$ cat config.mk
export PLATFORM = sky130hd
export DESIGN_NAME = dac_span_loader
export DESIGN_NICKNAME = d
export VERILOG_FILES = /design/src/rtl/dac_span_pkg.sv /design/src/rtl/dac_span_shifter.sv /design/src/rtl/dac_span_regs.sv /design/src/rtl/dac_span_scale.sv /design/src/rtl/dac_span_loader.sv
export SDC_FILE = /design/constraint.sdc
export NUM_CORES = 1
export LEC_CHECK = 0
export BUFFER_PORTS_ARGS = -buffer_cell sky130_fd_sc_hd__buf_2
export CAP_MARGIN = 20
export CORE_MARGIN = 5
export CORE_UTILIZATION = 69
export DETAILED_ROUTE_END_ITERATION = 6
export PLACE_DENSITY_LB_ADDON = 0.1
export SYNTH_ARGS = -nofsm -noshare
export SYNTH_HDL_FRONTEND = slang
export SYNTH_HIERARCHICAL = 1
export SYNTH_SLANG_ARGS = --single-unit
$ cat constraint.sdc
create_clock -name clk -period 12.7 [get_ports clk]
set_input_delay 0.635 -clock clk [delete_from_list [all_inputs] [get_ports clk]]
set_output_delay 0.635 -clock clk [all_outputs]
set_load 0.02 [all_outputs]
$ cat src/rtl/dac_span_pkg.sv
package dac_span_pkg;

  localparam int CMD_W = 4;

  typedef enum logic [1:0] {
    SPAN_UNI10 = 2'd0,
    SPAN_BIP5  = 2'd1,
    SPAN_BIP10 = 2'd2
  } span_t;

  localparam logic [CMD_W-1:0] CMD_SET_UNI10 = 4'b1001;
  localparam logic [CMD_W-1:0] CMD_SET_BIP5  = 4'b1010;
  localparam logic [CMD_W-1:0] CMD_SET_BIP10 = 4'b1011;
  localparam logic [CMD_W-1:0] CMD_CODE_ONLY = 4'b0010;

  // Bottom of each span in millivolts
  function automatic logic signed [15:0] span_floor_mv(input span_t s);
    case (s)
      SPAN_BIP5:  span_floor_mv = -16'sd5000;
      SPAN_BIP10: span_floor_mv = -16'sd10000;
      default:    span_floor_mv = 16'sd0;
    endcase
  endfunction

  // Full width of each span in millivolts
  function automatic logic [15:0] span_width_mv(input span_t s);
    case (s)
      SPAN_BIP10: span_width_mv = 16'd20000;
      default:    span_width_mv = 16'd10000;
    endcase
  endfunction

endpackage

$ cat src/rtl/dac_span_shifter.sv
module dac_span_shifter
  import dac_span_pkg::*;
#(
  parameter int CODE_W = 16,
  parameter int PAD_W  = 4
) (
  input  logic              clk,
  input  logic              rst_n,
  input  logic              ser_clk,
  input  logic              ser_dat,
  input  logic              sel_ld,
  output logic              load_evt,
  output logic              frame_full,
  output logic [CMD_W-1:0]  frame_cmd,
  output logic [CODE_W-1:0] frame_code
);
  localparam int FRAME_W = CMD_W + PAD_W + CODE_W;
  localparam int CNT_W   = $clog2(FRAME_W + 1);
  localparam logic [CNT_W-1:0] FULL_CNT = CNT_W'(FRAME_W);

  logic               sclk_q, sel_q;
  logic [FRAME_W-1:0] shreg_q, shreg_d;
  logic [CNT_W-1:0]   cnt_q, cnt_d;
  logic               shift_en;

  always_comb begin
    shift_en = ser_clk & ~sclk_q & ~sel_ld;
    load_evt = sel_ld & ~sel_q;
    shreg_d  = shreg_q;
    cnt_d    = cnt_q;
    if (shift_en) begin
      shreg_d = {shreg_q[FRAME_W-2:0], ser_dat};
      if (cnt_q != FULL_CNT) cnt_d = cnt_q + 1'b1;
    end
    if (sel_ld) cnt_d = '0;
  end

  always_ff @(posedge clk or negedge rst_n) begin
    if (!rst_n) begin
      sclk_q  <= 1'b0;
      sel_q   <= 1'b1;
      shreg_q <= '0;
      cnt_q   <= '0;
    end else begin
      sclk_q <= ser_clk;
      sel_q  <= sel_ld;
      if (shift_en) shreg_q <= shreg_d;
      if (shift_en || sel_ld) cnt_q <= cnt_d;
    end
  end

  assign frame_full = (cnt_q == FULL_CNT);
  assign frame_cmd  = shreg_q[FRAME_W-1 -: CMD_W];
  assign frame_code = shreg_q[CODE_W-1:0];

endmodule

$ cat src/rtl/dac_span_regs.sv
module dac_span_regs
  import dac_span_pkg::*;
#(
  parameter int CODE_W = 16
) (
  input  logic              clk,
  input  logic              rst_n,
  input  logic              load_evt,
  input  logic              frame_full,
  input  logic [CMD_W-1:0]  frame_cmd,
  input  logic [CODE_W-1:0] frame_code,
  output span_t             span_q,
  output logic [CODE_W-1:0] code_q
);
  span_t             span_d;
  logic [CODE_W-1:0] code_d;
  logic              take_code;

  always_comb begin
    span_d    = span_q;
    code_d    = code_q;
    take_code = 1'b0;
    if (load_evt && frame_full) begin
      case (frame_cmd)
        CMD_SET_UNI10: begin span_d = SPAN_UNI10; take_code = 1'b1; end
        CMD_SET_BIP5:  begin span_d = SPAN_BIP5;  take_code = 1'b1; end
        CMD_SET_BIP10: begin span_d = SPAN_BIP10; take_code = 1'b1; end
        CMD_CODE_ONLY: take_code = 1'b1;
        default:       take_code = 1'b0;
      endcase
    end
    if (take_code) code_d = frame_code;
  end

  always_ff @(posedge clk or negedge rst_n) begin
    if (!rst_n) begin
      span_q <= SPAN_UNI10;
      code_q <= '0;
    end else if (load_evt) begin
      span_q <= span_d;
      code_q <= code_d;
    end
  end

endmodule

$ cat src/rtl/dac_span_scale.sv
module dac_span_scale
  import dac_span_pkg::*;
#(
  parameter int CODE_W = 16,
  parameter int MV_W   = 16
) (
  input  span_t             span,
  input  logic [CODE_W-1:0] code,
  output logic [MV_W-1:0]   mv
);
  localparam int PW = CODE_W + 16;

  logic [15:0]        width;
  logic signed [15:0] floor_mv;
  logic [PW-1:0]      prod, scaled;
  logic signed [PW-1:0] sum;

  always_comb begin
    width    = span_width_mv(span);
    floor_mv = span_floor_mv(span);
    prod     = {{16{1'b0}}, code} * {{CODE_W{1'b0}}, width};
    scaled   = prod >> CODE_W;
    sum      = $signed(scaled) + $signed({{CODE_W{floor_mv[15]}}, floor_mv});
    mv       = sum[MV_W-1:0];
  end

endmodule

$ cat src/rtl/dac_span_loader.sv
module dac_span_loader
  import dac_span_pkg::*;
#(
  parameter int CODE_W = 16,
  parameter int PAD_W  = 4,
  parameter int MV_W   = 16
) (
  input  logic              clk,
  input  logic              rst_n,
  input  logic              ser_clk,
  input  logic              ser_dat,
  input  logic              sel_ld,
  output logic [CODE_W-1:0] dac_code,
  output logic [1:0]        span_sel,
  output logic [MV_W-1:0]   ideal_mv
);
  logic [1:0]        rst_pipe;
  logic              rst_core_n;
  logic              load_evt, frame_full;
  logic [CMD_W-1:0]  frame_cmd;
  logic [CODE_W-1:0] frame_code;
  span_t             span_q;
  logic [CODE_W-1:0] code_q;

  // reset asserts at once, releases after two clock edges
  always_ff @(posedge clk or negedge rst_n) begin
    if (!rst_n) rst_pipe <= 2'b00;
    else        rst_pipe <= {rst_pipe[0], 1'b1};
  end
  assign rst_core_n = rst_pipe[1];

  dac_span_shifter #(.CODE_W(CODE_W), .PAD_W(PAD_W)) u_shift (
    .clk(clk), .rst_n(rst_core_n), .ser_clk(ser_clk), .ser_dat(ser_dat),
    .sel_ld(sel_ld), .load_evt(load_evt), .frame_full(frame_full),
    .frame_cmd(frame_cmd), .frame_code(frame_code)
  );

  dac_span_regs #(.CODE_W(CODE_W)) u_regs (
    .clk(clk), .rst_n(rst_core_n), .load_evt(load_evt),
    .frame_full(frame_full), .frame_cmd(frame_cmd), .frame_code(frame_code),
    .span_q(span_q), .code_q(code_q)
  );

  dac_span_scale #(.CODE_W(CODE_W), .MV_W(MV_W)) u_scale (
    .span(span_q), .code(code_q), .mv(ideal_mv)
  );

  assign dac_code = code_q;
  assign span_sel = span_q;

endmodule

==> summary.txt <==
Run
  – Max_cap viols: 0

Die
  – Starting Density: 70.72%
  – Die area: 12120 µm²
  – Ports: 39
  – Chip width: 110.1 µm
  – Core Region: 9774 µm²
  – Die Y: 110.1 µm
  – Std cell rows: 36

Cells and area
  – Commonest cells after routing, fill and taps aside: inv_1, ha_1, fa_1, dfrtp_1, nor2_1
  – Synthesis-to-layout area growth: 4.109%
  – Final Util: 73.63%
  – Fin nets: 892
  – Antenna diodes: 0
  – Finished Layout Cells: 825
  – Layout cell share with drive strength beyond 1: 15.17%
  – Commonest non-fill, non-tap cell in the layout: inv_1

Worst setup path
  – CP Class: flip-flop to primary output
  – CP Max Fanout: 20
  – WP data arrival: 8670 ps
  – Worst EP required: 12060 ps
  – Slowest-stage cell, CP: ha_1
  – Max stage delay on crit path: 560 ps
  – CP Capture Type: primary output
  – Setup slack, reg-to-reg: 10350 ps
  – Type of origin of the critical path: flip-flop

STA
  – Relative slew slack: 31.89%
  – Final Hold Fails: 0
  – Slew Limit Fails: 0
  – Tmin final: 9307 ps
  – Clock skew: 7.537 ps
  – WHS: 89.53 ps
  – Slew @ Worst Pin: 1018 ps
  – RSZ-0062 raised after global routing: no
  – Setup TNS: 0 ps
  – Fmax: 107.4 MHz
  – Final Cycle Share: 73.28%
  – Final setup fails: 0

Global route
  – Gr busiest metal: met2
  – First-pass GRT wire length: 21.96 mm
  – Met2 global-route usage: 39.77%
  – Met3 usage: 3.378%
  – Met1 Usage GRT: 31.63%
  – GRT overflow: 0
  – Initial antenna violation count: 0
  – Total GRT Usage: 23.10%
  – Largest net degree at the start of global routing: 50
  – Vias in the first global route: 4714

Yosys
  – Register area share after synthesis: 18.48%
  – Synth top area cells: fa_1, ha_1, dfrtp_1
  – Mean Syn Cell Area: 10.29 µm²
  – Synthesis warning total: 6
  – Netlist cell types: 56
  – Async S/R FF share, synth: 100.0%
  – Post-synth EDFFs: 0
  – Syn nets: 873
  – Yosys top cell area share: 23.17%
  – Syn Inst Count: 672
  – Yosys reg bits: 51
  – Largest area contributor in the netlist: fa_1
  – Predominant post-synthesis flop cell: dfrtp_1
  – Mapped Area: 6913 µm²

Power and ir drop
  – Peak VDD IR: 0.05358 mV
  – Power, Total: 320.5 µW
  – Internal power: 249.0 µW
  – Sw power: 71.53 µW
  – Net Sw Frac: 22.32%
  – Power Dens Cells: 44.53 nW/µm²
  – Sequential Power Share: 58.5%
  – Clock Power Share: 34.3%
  – Leakage power: 0.004458 µW
  – Combinational Power Share: 7.2%

Drt
  – Wire length per cell: 15.76 µm
  – Vias/cell: 5.571
  – Detailed Routing Iterations Pass 1: 5
  – Routed WL: 13.00 mm
  – Number of remaining DRC errors: 0
  – Initial DRC count: 263
  – Routed via count: 4596
  – Final ANT Viol Nets: 0

Place
  – IO buf count: 38
  – GP Congestion: 0.9154
  – Detailed Place HPWL: 11.25 mm
  – Placed cells: 816

Min path
  – Hold WC Path Type: flip-flop to async pin

Clock network
  – CTS tree: yes
  – Root buffer cell: clkbuf_8
  – Sink Count: 51
  – Post-cts sizing count: 0
  – H-tree depth: 2
  – Clk buf depth: 2
  – Clk Latency, worst-skew pair: 300 ps
  – Post-CTS Setup Repair Bufs: 0
  – Cts-stage hold buffer count: 0
  – CTS buffer count: 5
  – Clk slew on worst S/H paths: 90 ps

Outcome
  – Outcome: completed
==> power by group through the flow <==
stage               combinational [µW]  sequential (µW)  clock, µW
finish                            23.1              187        110
CTS                               20.2              190        113
floorplan                         34.4              189          0
detailed placement                19.9              193          0
global placement                  19.1              192          0
global route                      25.8              189        119
==> worst max-delay path, delay by kind of cell, from the launching register on <==
kind                       cells  cell delay (ps)
AOI/OAI and AO/OA             10             2000
xor gates and xnor gates       2              230
adders and majority gates     10             4050
buffers and inverters          5              800
DFF                            1              430
and+or+nand+nor                5              860
==> per-stage QoR <==
step,area [µm²],worst slack (ps)
finish,7197,3393
global route,7197,2890
CTS,7177,3393
detailed placement,7067,3763
global placement,7067,3963
floorplan,6913,4570
==> cell usage after synthesis (12+ instances only) <==
cell type / n
mux2_2: 31
buf_4: 20
inv_1: 142
fa_1: 80
nor2_1: 39
xnor2_1: 12
ha_1: 116
o21ai_0: 14
nand2_1: 26
dfrtp_1: 50
a21oi_1: 16
a21o_1: 12
==> registers in the layout, summed over array words and instances (netlist names) <==
signal           cells
u_shift/cnt_q        5
rst_pipe             2
u_regs/span_q        2
u_shift/sel_q        1
u_shift/sclk_q       1
u_regs/code_q       16
u_shift/shreg_q     24
==> layer usage <==
metal	vias up	wire length (µm)
met4	0	153
met3	16	605
li1	2187	-
met2	100	6577
met5	-	0
met1	2293	5663
==> logic make-up after synthesis <==
logic type	count (synthesis)	share of synthesized area, %
flops	51	18.48
mux	45	7.873
compound gates	68	6.932
other cells	1	0.05425
buf+inv	171	10.82
fa+ha+maj	196	44.16
xor+xnor	20	2.534
simple gates	120	9.140
==> final timing paths <==
check                                              from                            to  depth (start not counted)
setup / recovery           u_regs/span_q[0]$_DFFE_PN0P_                  ideal_mv[15]                         32
hold / removal                    rst_pipe[1]$_DFF_PN0_  u_regs/code_q[4]$_DFFE_PN0P_                          0
setup reg to reg           u_shift/cnt_q[0]$_DFFE_PN0P_  u_regs/code_q[9]$_DFFE_PN0P_                          6
hold reg to reg                   rst_pipe[1]$_DFF_PN0_  u_regs/code_q[4]$_DFFE_PN0P_                          0
max in group asynchronous         rst_pipe[1]$_DFF_PN0_       u_shift/sel_q$_DFF_PN1_                          1
min in group clk                  rst_pipe[0]$_DFF_PN0_         rst_pipe[1]$_DFF_PN0_                          0
==> layout make-up <==
| cell class | count | area [µm²] |
|---|---|---|
| fill | 733 | 2577 |
| timing repair buffer | 40 | 217.7 |
| inverter | 143 | 536.8 |
| sequential | 51 | 1279 |
| tap | 133 | 166.4 |
| multi-input combinational | 450 | 4887 |
| clock buffer | 6 | 72.57 |
| clock inverter | 2 | 37.54 |
No activity file was read; power rests on OpenSTA's default activity.
